<file path="src/rtl/sercom_pkg.sv">
package sercom_pkg;

    localparam int unsigned ADDR_W = 6;
    localparam int unsigned DATA_W = 8;

    localparam logic [ADDR_W-1:0] OFS_MODE = 6'h00;
    localparam logic [ADDR_W-1:0] OFS_CTRL = 6'h08;
    localparam logic [ADDR_W-1:0] OFS_TXD  = 6'h0C;
    localparam logic [ADDR_W-1:0] OFS_STAT = 6'h10;
    localparam logic [ADDR_W-1:0] OFS_RXD  = 6'h14;
    localparam logic [ADDR_W-1:0] OFS_FCTL = 6'h18;
    localparam logic [ADDR_W-1:0] OFS_CNT  = 6'h1C;

    localparam logic [DATA_W-1:0] MODE_WMASK = 8'h7B;
    localparam logic [DATA_W-1:0] CTRL_WMASK = 8'hFA;
    localparam logic [DATA_W-1:0] CTRL_RST   = 8'h20;

    // control bits
    localparam int unsigned C_RXEN  = 4;
    localparam int unsigned C_TXEN  = 5;
    localparam int unsigned C_RXIE  = 6;
    localparam int unsigned C_TXIE  = 7;
    // status bits
    localparam int unsigned S_TEND  = 6;
    localparam int unsigned S_TDE   = 5;
    localparam int unsigned S_BRK   = 4;
    localparam int unsigned S_RDF   = 1;
    localparam int unsigned S_DR    = 0;
    // FIFO control bits
    localparam int unsigned F_FLUSH = 1;
    localparam int unsigned F_TRG_LO = 6;

    typedef enum logic [1:0] {
        OCC_EMPTY = 2'd0,
        OCC_PART  = 2'd1,
        OCC_FULL  = 2'd2
    } occ_e;

    function automatic int unsigned trig_level(input logic [1:0] sel);
        unique case (sel)
            2'd0:    return 1;
            2'd1:    return 4;
            2'd2:    return 8;
            default: return 14;
        endcase
    endfunction

endpackage

</file>
<file path="src/rtl/sercom_rx_fifo.sv">
module sercom_rx_fifo #(
    parameter int unsigned DEPTH = 16,
    parameter int unsigned WIDTH = 8,
    localparam int unsigned PW = (DEPTH > 1) ? $clog2(DEPTH) : 1,
    localparam int unsigned CW = $clog2(DEPTH + 1)
) (
    input  logic             clk,
    input  logic             rst_n,
    input  logic             push_req,
    input  logic [WIDTH-1:0] push_data,
    input  logic             pop_req,
    input  logic             flush,
    output logic [WIDTH-1:0] head_data,
    output logic [CW-1:0]    count,
    output logic [CW-1:0]    next_count,
    output logic             push_ok,
    output logic             pop_ok
);
    import sercom_pkg::*;

    occ_e             occ_q, occ_nx;
    logic [PW-1:0]    wr_ptr, rd_ptr;
    logic [WIDTH-1:0] store [DEPTH];
    logic             is_full, is_empty;

    function automatic logic [PW-1:0] bump(input logic [PW-1:0] p);
        return (p == PW'(DEPTH - 1)) ? '0 : p + 1'b1;
    endfunction

    // output decode of occupancy state
    always_comb begin
        is_full  = 1'b0;
        is_empty = 1'b0;
        unique case (occ_q)
            OCC_EMPTY: is_empty = 1'b1;
            OCC_FULL:  is_full  = 1'b1;
            default:   ;
        endcase
    end

    assign push_ok    = push_req && !flush && !is_full;
    assign pop_ok     = pop_req  && !flush && !is_empty;
    assign next_count = flush ? '0 : (count + CW'(push_ok) - CW'(pop_ok));
    assign head_data  = store[rd_ptr];

    // transitions: fill, top-up, drain, last-out, flush
    always_comb begin
        occ_nx = occ_q;
        if (flush) begin
            occ_nx = OCC_EMPTY;
        end else begin
            unique case (occ_q)
                OCC_EMPTY: if (push_ok)
                    occ_nx = (next_count == CW'(DEPTH)) ? OCC_FULL : OCC_PART;
                OCC_PART: begin
                    if (next_count == '0)               occ_nx = OCC_EMPTY;
                    else if (next_count == CW'(DEPTH))  occ_nx = OCC_FULL;
                end
                OCC_FULL: if (pop_ok)
                    occ_nx = (next_count == '0) ? OCC_EMPTY : OCC_PART;
                default: occ_nx = OCC_EMPTY;
            endcase
        end
    end

    always_ff @(posedge clk or negedge rst_n) begin
        if (!rst_n) occ_q <= OCC_EMPTY;
        else        occ_q <= occ_nx;
    end

    always_ff @(posedge clk or negedge rst_n) begin
        if (!rst_n) begin
            wr_ptr <= '0;
            rd_ptr <= '0;
            count  <= '0;
        end else begin
            count <= next_count;
            if (flush) begin
                wr_ptr <= '0;
                rd_ptr <= '0;
            end else begin
                if (push_ok) wr_ptr <= bump(wr_ptr);
                if (pop_ok)  rd_ptr <= bump(rd_ptr);
            end
        end
    end

    always_ff @(posedge clk) begin
        if (push_ok) store[wr_ptr] <= push_data;
    end

    // count never exceeds depth
    a_r4_no_overflow: assert property (@(posedge clk) disable iff (!rst_n)
        count <= CW'(DEPTH));
    // arrival at full queue is dropped
    a_r4_full_drop: assert property (@(posedge clk) disable iff (!rst_n)
        (count == CW'(DEPTH) && push_req && !pop_req && !flush) |=> count == CW'(DEPTH));
    // flush empties
    a_r3_flush_empties: assert property (@(posedge clk) disable iff (!rst_n)
        flush |=> (count == '0 && occ_q == OCC_EMPTY));
    // read of empty queue changes nothing
    a_r6_empty_pop: assert property (@(posedge clk) disable iff (!rst_n)
        (count == '0 && pop_req && !push_req && !flush) |=> count == '0);
    // state machine agrees with the count
    a_r14_occ_full: assert property (@(posedge clk) disable iff (!rst_n)
        (occ_q == OCC_FULL) == (count == CW'(DEPTH)));

endmodule

</file>
<file path="src/rtl/sercom_flags.sv">
module sercom_flags #(
    parameter int unsigned CW = 5
) (
    input  logic          clk,
    input  logic          rst_n,
    input  logic          tx_en,
    input  logic          irq_en,
    input  logic          ctrl_wr,
    input  logic          ctrl_wr_txen,
    input  logic          ctrl_wr_irqen,
    input  logic          stat_rd,
    input  logic [4:0]    stat_clr,     // {tend, tde, brk, rdf, dr}
    input  logic          txd_wr,
    input  logic          brk_in,
    input  logic          flush,
    input  logic          push_ok,
    input  logic          pop_ok,
    input  logic [CW-1:0] next_count,
    input  logic [CW-1:0] trig,
    output logic          tend,
    output logic          tde,
    output logic          brk,
    output logic          rdf,
    output logic          rx_irq
);
    logic tend_nx, tde_nx, brk_nx, rdf_nx, irq_nx;
    logic at_trig, irq_en_eff;

    assign at_trig    = (next_count >= trig);
    assign irq_en_eff = ctrl_wr ? ctrl_wr_irqen : irq_en;

    always_comb begin
        tend_nx = tend;
        if (ctrl_wr && !ctrl_wr_txen) tend_nx = 1'b1;
        if (stat_clr[4])              tend_nx = 1'b0;
        if (stat_rd && tx_en)         tend_nx = 1'b1;

        tde_nx = tde;
        if (txd_wr)                   tde_nx = 1'b0;
        if (stat_clr[3])              tde_nx = 1'b0;
        if (stat_rd && tx_en)         tde_nx = 1'b1;

        brk_nx = brk;
        if (stat_clr[2])              brk_nx = 1'b0;
        if (brk_in)                   brk_nx = 1'b1;

        rdf_nx = rdf;
        if (stat_clr[1] || flush)     rdf_nx = 1'b0;
        if (push_ok && at_trig)       rdf_nx = 1'b1;
        else if (pop_ok && !at_trig)  rdf_nx = 1'b0;

        irq_nx = rx_irq;
        if (stat_clr[1] || stat_clr[0])     irq_nx = 1'b0;
        if (ctrl_wr && !ctrl_wr_irqen)      irq_nx = 1'b0;
        if (push_ok && at_trig && irq_en_eff) irq_nx = 1'b1;
    end

    always_ff @(posedge clk or negedge rst_n) begin
        if (!rst_n) begin
            tend   <= 1'b1;
            tde    <= 1'b1;
            brk    <= 1'b0;
            rdf    <= 1'b0;
            rx_irq <= 1'b0;
        end else begin
            tend   <= tend_nx;
            tde    <= tde_nx;
            brk    <= brk_nx;
            rdf    <= rdf_nx;
            rx_irq <= irq_nx;
        end
    end

    // receive-full only rises on a stored arrival
    a_r7_rdf_rise: assert property (@(posedge clk) disable iff (!rst_n)
        $rose(rdf) |-> $past(push_ok));
    // interrupt rises together with receive-full
    a_r8_irq_with_flag: assert property (@(posedge clk) disable iff (!rst_n)
        $rose(rx_irq) |-> rdf);
    // break pulse is captured
    a_r9_brk_capture: assert property (@(posedge clk) disable iff (!rst_n)
        brk_in |=> brk);
    // transmit write empties the data flag
    a_r10_tde_clear: assert property (@(posedge clk) disable iff (!rst_n)
        (txd_wr && !(stat_rd && tx_en)) |=> !tde);
    // status read re-arms transmit flags
    a_r11_rearm: assert property (@(posedge clk) disable iff (!rst_n)
        (stat_rd && tx_en) |=> (tde && tend));

endmodule

</file>
<file path="src/rtl/sercom_rx_regif.sv">
module sercom_rx_regif #(
    parameter int unsigned FIFO_DEPTH = 16,
    localparam int unsigned CW = $clog2(FIFO_DEPTH + 1)
) (
    input  logic       clk,
    input  logic       rst_n,
    input  logic       bus_wr,
    input  logic       bus_rd,
    input  logic [5:0] bus_addr,
    input  logic [7:0] bus_wdata,
    output logic [7:0] bus_rdata,
    input  logic       rx_valid,
    input  logic [7:0] rx_data,
    input  logic       rx_break,
    output logic       tx_valid,
    output logic [7:0] tx_data,
    output logic       rx_irq,
    output logic       tx_irq
);
    import sercom_pkg::*;

    logic [7:0]    mode_q, ctrl_q, fctl_q;
    logic          wr_mode, wr_ctrl, wr_txd, wr_stat, wr_fctl;
    logic          rd_stat, rd_rxd;
    logic          flush;
    logic [4:0]    stat_clr;
    logic [CW-1:0] trig, count, next_count;
    logic [7:0]    head_data;
    logic          push_ok, pop_ok;
    logic          f_tend, f_tde, f_brk, f_rdf;

    assign wr_mode = bus_wr && (bus_addr == OFS_MODE);
    assign wr_ctrl = bus_wr && (bus_addr == OFS_CTRL);
    assign wr_txd  = bus_wr && (bus_addr == OFS_TXD);
    assign wr_stat = bus_wr && (bus_addr == OFS_STAT);
    assign wr_fctl = bus_wr && (bus_addr == OFS_FCTL);
    assign rd_stat = bus_rd && (bus_addr == OFS_STAT);
    assign rd_rxd  = bus_rd && (bus_addr == OFS_RXD);

    assign flush = wr_fctl && bus_wdata[F_FLUSH];
    assign trig  = CW'(trig_level(fctl_q[F_TRG_LO +: 2]));

    assign stat_clr = {5{wr_stat}} & ~{bus_wdata[S_TEND], bus_wdata[S_TDE],
                                       bus_wdata[S_BRK],  bus_wdata[S_RDF],
                                       bus_wdata[S_DR]};

    always_ff @(posedge clk or negedge rst_n) begin
        if (!rst_n) begin
            mode_q   <= '0;
            ctrl_q   <= CTRL_RST;
            fctl_q   <= '0;
            tx_valid <= 1'b0;
            tx_data  <= '0;
        end else begin
            if (wr_mode) mode_q <= bus_wdata & MODE_WMASK;
            if (wr_ctrl) ctrl_q <= bus_wdata & CTRL_WMASK;
            if (wr_fctl) fctl_q <= bus_wdata;
            tx_valid <= wr_txd;
            if (wr_txd) tx_data <= bus_wdata;
        end
    end

    assign tx_irq = ctrl_q[C_TXIE];

    sercom_rx_fifo #(.DEPTH(FIFO_DEPTH), .WIDTH(8)) fifo_i (
        .clk        (clk),
        .rst_n      (rst_n),
        .push_req   (rx_valid && ctrl_q[C_RXEN]),
        .push_data  (rx_data),
        .pop_req    (rd_rxd),
        .flush      (flush),
        .head_data  (head_data),
        .count      (count),
        .next_count (next_count),
        .push_ok    (push_ok),
        .pop_ok     (pop_ok)
    );

    sercom_flags #(.CW(CW)) flags_i (
        .clk           (clk),
        .rst_n         (rst_n),
        .tx_en         (ctrl_q[C_TXEN]),
        .irq_en        (ctrl_q[C_RXIE]),
        .ctrl_wr       (wr_ctrl),
        .ctrl_wr_txen  (bus_wdata[C_TXEN]),
        .ctrl_wr_irqen (bus_wdata[C_RXIE]),
        .stat_rd       (rd_stat),
        .stat_clr      (stat_clr),
        .txd_wr        (wr_txd),
        .brk_in        (rx_break),
        .flush         (flush),
        .push_ok       (push_ok),
        .pop_ok        (pop_ok),
        .next_count    (next_count),
        .trig          (trig),
        .tend          (f_tend),
        .tde           (f_tde),
        .brk           (f_brk),
        .rdf           (f_rdf),
        .rx_irq        (rx_irq)
    );

    always_comb begin
        bus_rdata = '0;
        if (bus_rd) begin
            unique case (bus_addr)
                OFS_MODE: bus_rdata = mode_q;
                OFS_CTRL: bus_rdata = ctrl_q;
                OFS_STAT: bus_rdata = {1'b0, f_tend, f_tde, f_brk, 2'b00, f_rdf, 1'b0};
                OFS_RXD:  bus_rdata = (count != '0) ? head_data : 8'h00;
                OFS_FCTL: bus_rdata = fctl_q;
                OFS_CNT:  bus_rdata = 8'(count);
                default:  bus_rdata = '0;
            endcase
        end
    end

    // bus strobes are exclusive
    a_r1_strobe_excl: assert property (@(posedge clk) disable iff (!rst_n)
        !(bus_wr && bus_rd));
    // control write keeps only masked bits
    a_r2_ctrl_mask: assert property (@(posedge clk) disable iff (!rst_n)
        wr_ctrl |=> (ctrl_q & ~CTRL_WMASK) == 8'h00);
    // disabled receiver ignores arrivals
    a_r5_rx_gate: assert property (@(posedge clk) disable iff (!rst_n)
        (rx_valid && !ctrl_q[C_RXEN] && !bus_rd && !wr_fctl) |=> $stable(count));
    // transmit strobe follows the write by one cycle
    a_r10_tx_pulse: assert property (@(posedge clk) disable iff (!rst_n)
        wr_txd |=> (tx_valid && tx_data == $past(bus_wdata)));
    // transmit interrupt tracks the written enable
    a_r12_tx_irq: assert property (@(posedge clk) disable iff (!rst_n)
        wr_ctrl |=> tx_irq == $past(bus_wdata[C_TXIE]));
    // simultaneous arrival and read keep the count
    a_r13_same_cycle: assert property (@(posedge clk) disable iff (!rst_n)
        (push_ok && pop_ok) |=> $stable(count));

endmodule

</file>
<file path="config.mk">
export PLATFORM = sky130hd
export DESIGN_NAME = sercom_rx_regif
export DESIGN_NICKNAME = d
export VERILOG_FILES = /design/src/rtl/sercom_pkg.sv /design/src/rtl/sercom_rx_fifo.sv /design/src/rtl/sercom_flags.sv /design/src/rtl/sercom_rx_regif.sv
export SDC_FILE = /design/constraint.sdc
export NUM_CORES = 1
export LEC_CHECK = 0
export BUFFER_PORTS_ARGS = -buffer_cell sky130_fd_sc_hd__buf_2
export CAP_MARGIN = 0
export CORE_UTILIZATION = 55
export CTS_CLUSTER_SIZE = 40
export DETAILED_ROUTE_END_ITERATION = 8
export PLACE_DENSITY_LB_ADDON = 0.08
export SYNTH_ARGS = -nofsm -noshare
export SYNTH_HDL_FRONTEND = slang
export SYNTH_SLANG_ARGS = --single-unit
</file>
<file path="constraint.sdc">
create_clock -name clk -period 3.05 [get_ports clk]
set_input_delay 0.305 -clock clk [delete_from_list [all_inputs] [get_ports clk]]
set_output_delay 0.305 -clock clk [all_outputs]
set_load 0.03 [all_outputs]
</file>
==> impl_metrics.yaml <==
outcome:
  outcome: "finished clean"
flow_run:
  maxCapViolations: 0
global_route:
  grt_pass1_wl_um: 25300
  grt_pass1_vias: 4526
  gr-total-overflow: 0
  grt_max_degree: 38
  grt_use_total_pct: 24.4
  antenna_found_initial: 0
timing:
  max_freq_mhz: 350
  setup_violations: 0
  period_needed_ps: 2860
  setup_ws_ps: 194
  period_share_pct: 93.7
  drv_slew: 0
  fin_worst_skew_ps: 13.4
  hold_viol: 0
  worst_pin_slew_ps: 638
  relSlewSlack_pct: 57.1
pwr:
  power_mw: 6.49
  p_leak_nw: 3.35
  power.density_nw_per_um2: 730
  vdd_drop_max_mv: 0.544
place:
  post-place-ws_ps: -117
  portBuffers: 46
  dp_cells: 709
  post_dp_cell_area_um2: 8310
  dp_hpwl_um: 10700
  gp_congestion: 0.891
floorplan:
  start_util_pct: 57.2
  fp.dieW_um: 120
  coreArea_um2: 13500
  placementRows: 42
  io_pins: 47
  fp.dieH_um: 120
  die_area_um2: 14500
worst_setup_path:
  slowest_stage: "fa_2"
  cp_cell_sequence: "o2111a_1 > ha_1 > inv_1 > ha_1 > inv_1 > fa_2 > nor2_1 > ha_1 > a21oi_1 > o21ai_1 > nor2_1 > o32ai_1"
  timing.rr.start: "fifo_i.occ_q[1]"
  crit_type: "reg -> reg"
  startpoint_type: "flop"
  worstSetupEndpointType: "flop"
  cp.arrival_ps: 3160
  crit_fanout: 4
  crit_family: "adder cells"
  cpMostUsedCell: "ha_1"
  critPathLaunch: "fifo_i.occ_q[1]"
  path_buf_inv: 2
  required_ps: 3360
  max_stage_delay_ps: 530
final_layout:
  antenna_cells: 0
  stdcell_area_um2: 8890
  syn_to_final_growth_pct: 15.4
  drive_above_1_share_pct: 32.2
  nNetsFinal: 597
  fin_cells: 742
cts:
  clk_latency_ps: 430
  cts_inserted_buffers: 17
  postCtsSetupBuffers: 0
  htreeDepth: 4
  clk_transition_reported_paths_ps: 60
  cts_tree: "yes"
  cts_root_buf: "clkbuf_16"
  cts.sinks: 177
  clk_path_buf_depth: 2
drt:
  drc: 0
  drtIter0Drc: 341
  ant_nets: 0
  num_vias: 4341
  wl_um: 16200
  viasPerCell: 5.85
  dr.pass1.iters: 5
  routedWlPerCell_um: 21.8
yosys:
  yosysSeqAreaShare_pct: 65.9
  ys_ff_latch: 177
  postSynthCellCount: 481
  synth_ff_type: "edfxtp_1"
  ys_warn_count: 0
  synth_cell_types: 57
  syn_area_um2: 7700
  synth_edf_count: 128
  synth_fp_nets: 525
  syn_area_per_cell_um2: 16.0
  async_flop_share_pct: 27.7
min_path:
  hold_start: "rx_break"
  hold_class: "in -> reg"
cells in the mapped netlist (all sizes together) (2+ instances only):
cell type    n  area (µm²)
or4b         2        20.0
ha          15         188
mux2        29         338
a21o         2        15.0
mux2i       14         140
or3          2        12.5
a221oi       2        17.5
nor4b        2        23.8
edfxtp     128        3840
and2        21         131
a2bb2oi      5        43.8
o21ai        8        40.0
mux4        32         721
a211o        3        26.3
xor2         6        52.6
nor3        11        71.3
a22o         3        26.3
nand2b       6        37.5
nor2        19        76.3
a211oi       3        22.5
o31ai        2        15.0
a21oi       12        60.1
nor2b        2        12.5
nand2       34         130
inv         16        60.1
buf         11        53.8
o211ai       3        22.5
nand3b       2        15.0
dfstp        3        78.8
o22ai        2        12.5
nand3        8        40.0
clkbuf       6        22.5
a31o         2        17.5
or2          2        12.5
dfrtp       46        1150
a22oi        5        37.5
logic make-up (layout without fill, tap and decap cells):
family          Yosys count  count (layout)  share of synthesized area [%]
flops                   177             177                           65.9
fa+ha+maj                16              16                           2.70
simple gates            116             116                           8.06
mux                      75              75                           15.6
compound gates           57              57                           5.22
xor+xnor                  7               7                          0.796
buf+inv                  33             118                           1.77
sequential cells by signal, summed over array words and instances (netlist names), 2 cells and up:
register       flops
fifo_i.store     128
fctl_q             8
tx_data            8
ctrl_q             6
mode_q             6
fifo_i.count       5
fifo_i.rd_ptr      4
fifo_i.wr_ptr      4
fifo_i.occ_q       2
final timing paths:
check                                  end  slack, ps  cells after the start
setup / recovery            flags_i.rx_irq        190                     12
hold / removal                 flags_i.brk         70                      2
min in group asynchronous  fifo_i.occ_q[0]        420                      2
hold reg to reg                 tx_data[6]        460                      2
setup reg to reg            flags_i.rx_irq        190                     12
max in group asynchronous     flags_i.tend       1840                      3
layout make-up:
cell class / instances / area [µm²]
Tap cell: 176 / 220
Fill cell: 977 / 4570
Multi-Input combinational cell: 271 / 2540
Sequential cell: 177 / 5070
Clock buffer: 23 / 482
Timing Repair Buffer: 70 / 438
Inverter: 16 / 60.1
Clock inverter: 9 / 68.8
worst register-to-register path, delay by kind of cell (launching register included):
| kind | cells | cell delay [ps] |
|---|---|---|
| adders and majority gates | 4 | 1260 |
| AOI/OAI and AO/OA | 4 | 800 |
| DFF | 1 | 410 |
| and+or+nand+nor | 2 | 160 |
| buffers and inverters | 2 | 120 |
placed cells by master, fill, tap and decap left out, types with 3 or more instances in the layout:
cell type	synthesis	final
a211o_1	3	3
a21oi_1	12	11
a22o_1	3	3
a22oi_1	5	5
a2bb2oi_1	5	5
and2_1	21	21
buf_2	7	46
buf_4	1	21
clkbuf_16	0	18
dfrtp_1	46	45
dfstp_2	3	3
edfxtp_1	128	128
ha_1	15	15
inv_1	16	16
inv_4	0	3
inv_6	0	3
mux2_2	26	26
mux2_4	3	3
mux2i_1	14	14
mux4_2	32	32
nand2_1	33	33
nand2b_1	6	5
nand3_1	8	8
nor2_1	17	17
nor3_1	9	9
o211ai_1	3	3
o21ai_0	8	7
xor2_1	6	5
per-layer routing:
| metal | vias to the layer above | part of all wire, % | global-route usage, % |
|---|---|---|---|
| li1 | 2002 | - | - |
| met1 | 2204 | 42 | 31.7 |
| met2 | 119 | 52 | 42.1 |
| met3 | 16 | 4.8 | 4.06 |
| met4 | 0 | 1.2 | 8.26 |
| met5 | - | 0 | 0 |
metrics by stage:
stage / setup TNS (ps) / hold slack [ps] / util, %
after global routing: -29.2 / 69.3 / 66.1
final: 0 / 69.0 / 66.1
after global placement: -3.67 / 330 / 61.8
after floorplan: 0 / 9.41 / -
after CTS: 0 / 59.8 / 66.0
after detailed placement: -236 / 336 / 61.8
power breakdown:
group,switching (mW),total [mW],internal (mW)
logic,0.808,1.54,0.728
clock network,0.889,2.02,1.13
registers,0.162,2.93,2.77
timing repair:
action / in CTS / in global routing
hold buffers: 1 / 0
resized for setup: 0 / 3
hold endpoints to repair: 25 / 0
endpoints found under the setup margin: 0 / 2
Note: power is estimated with default switching activity, not from simulation.
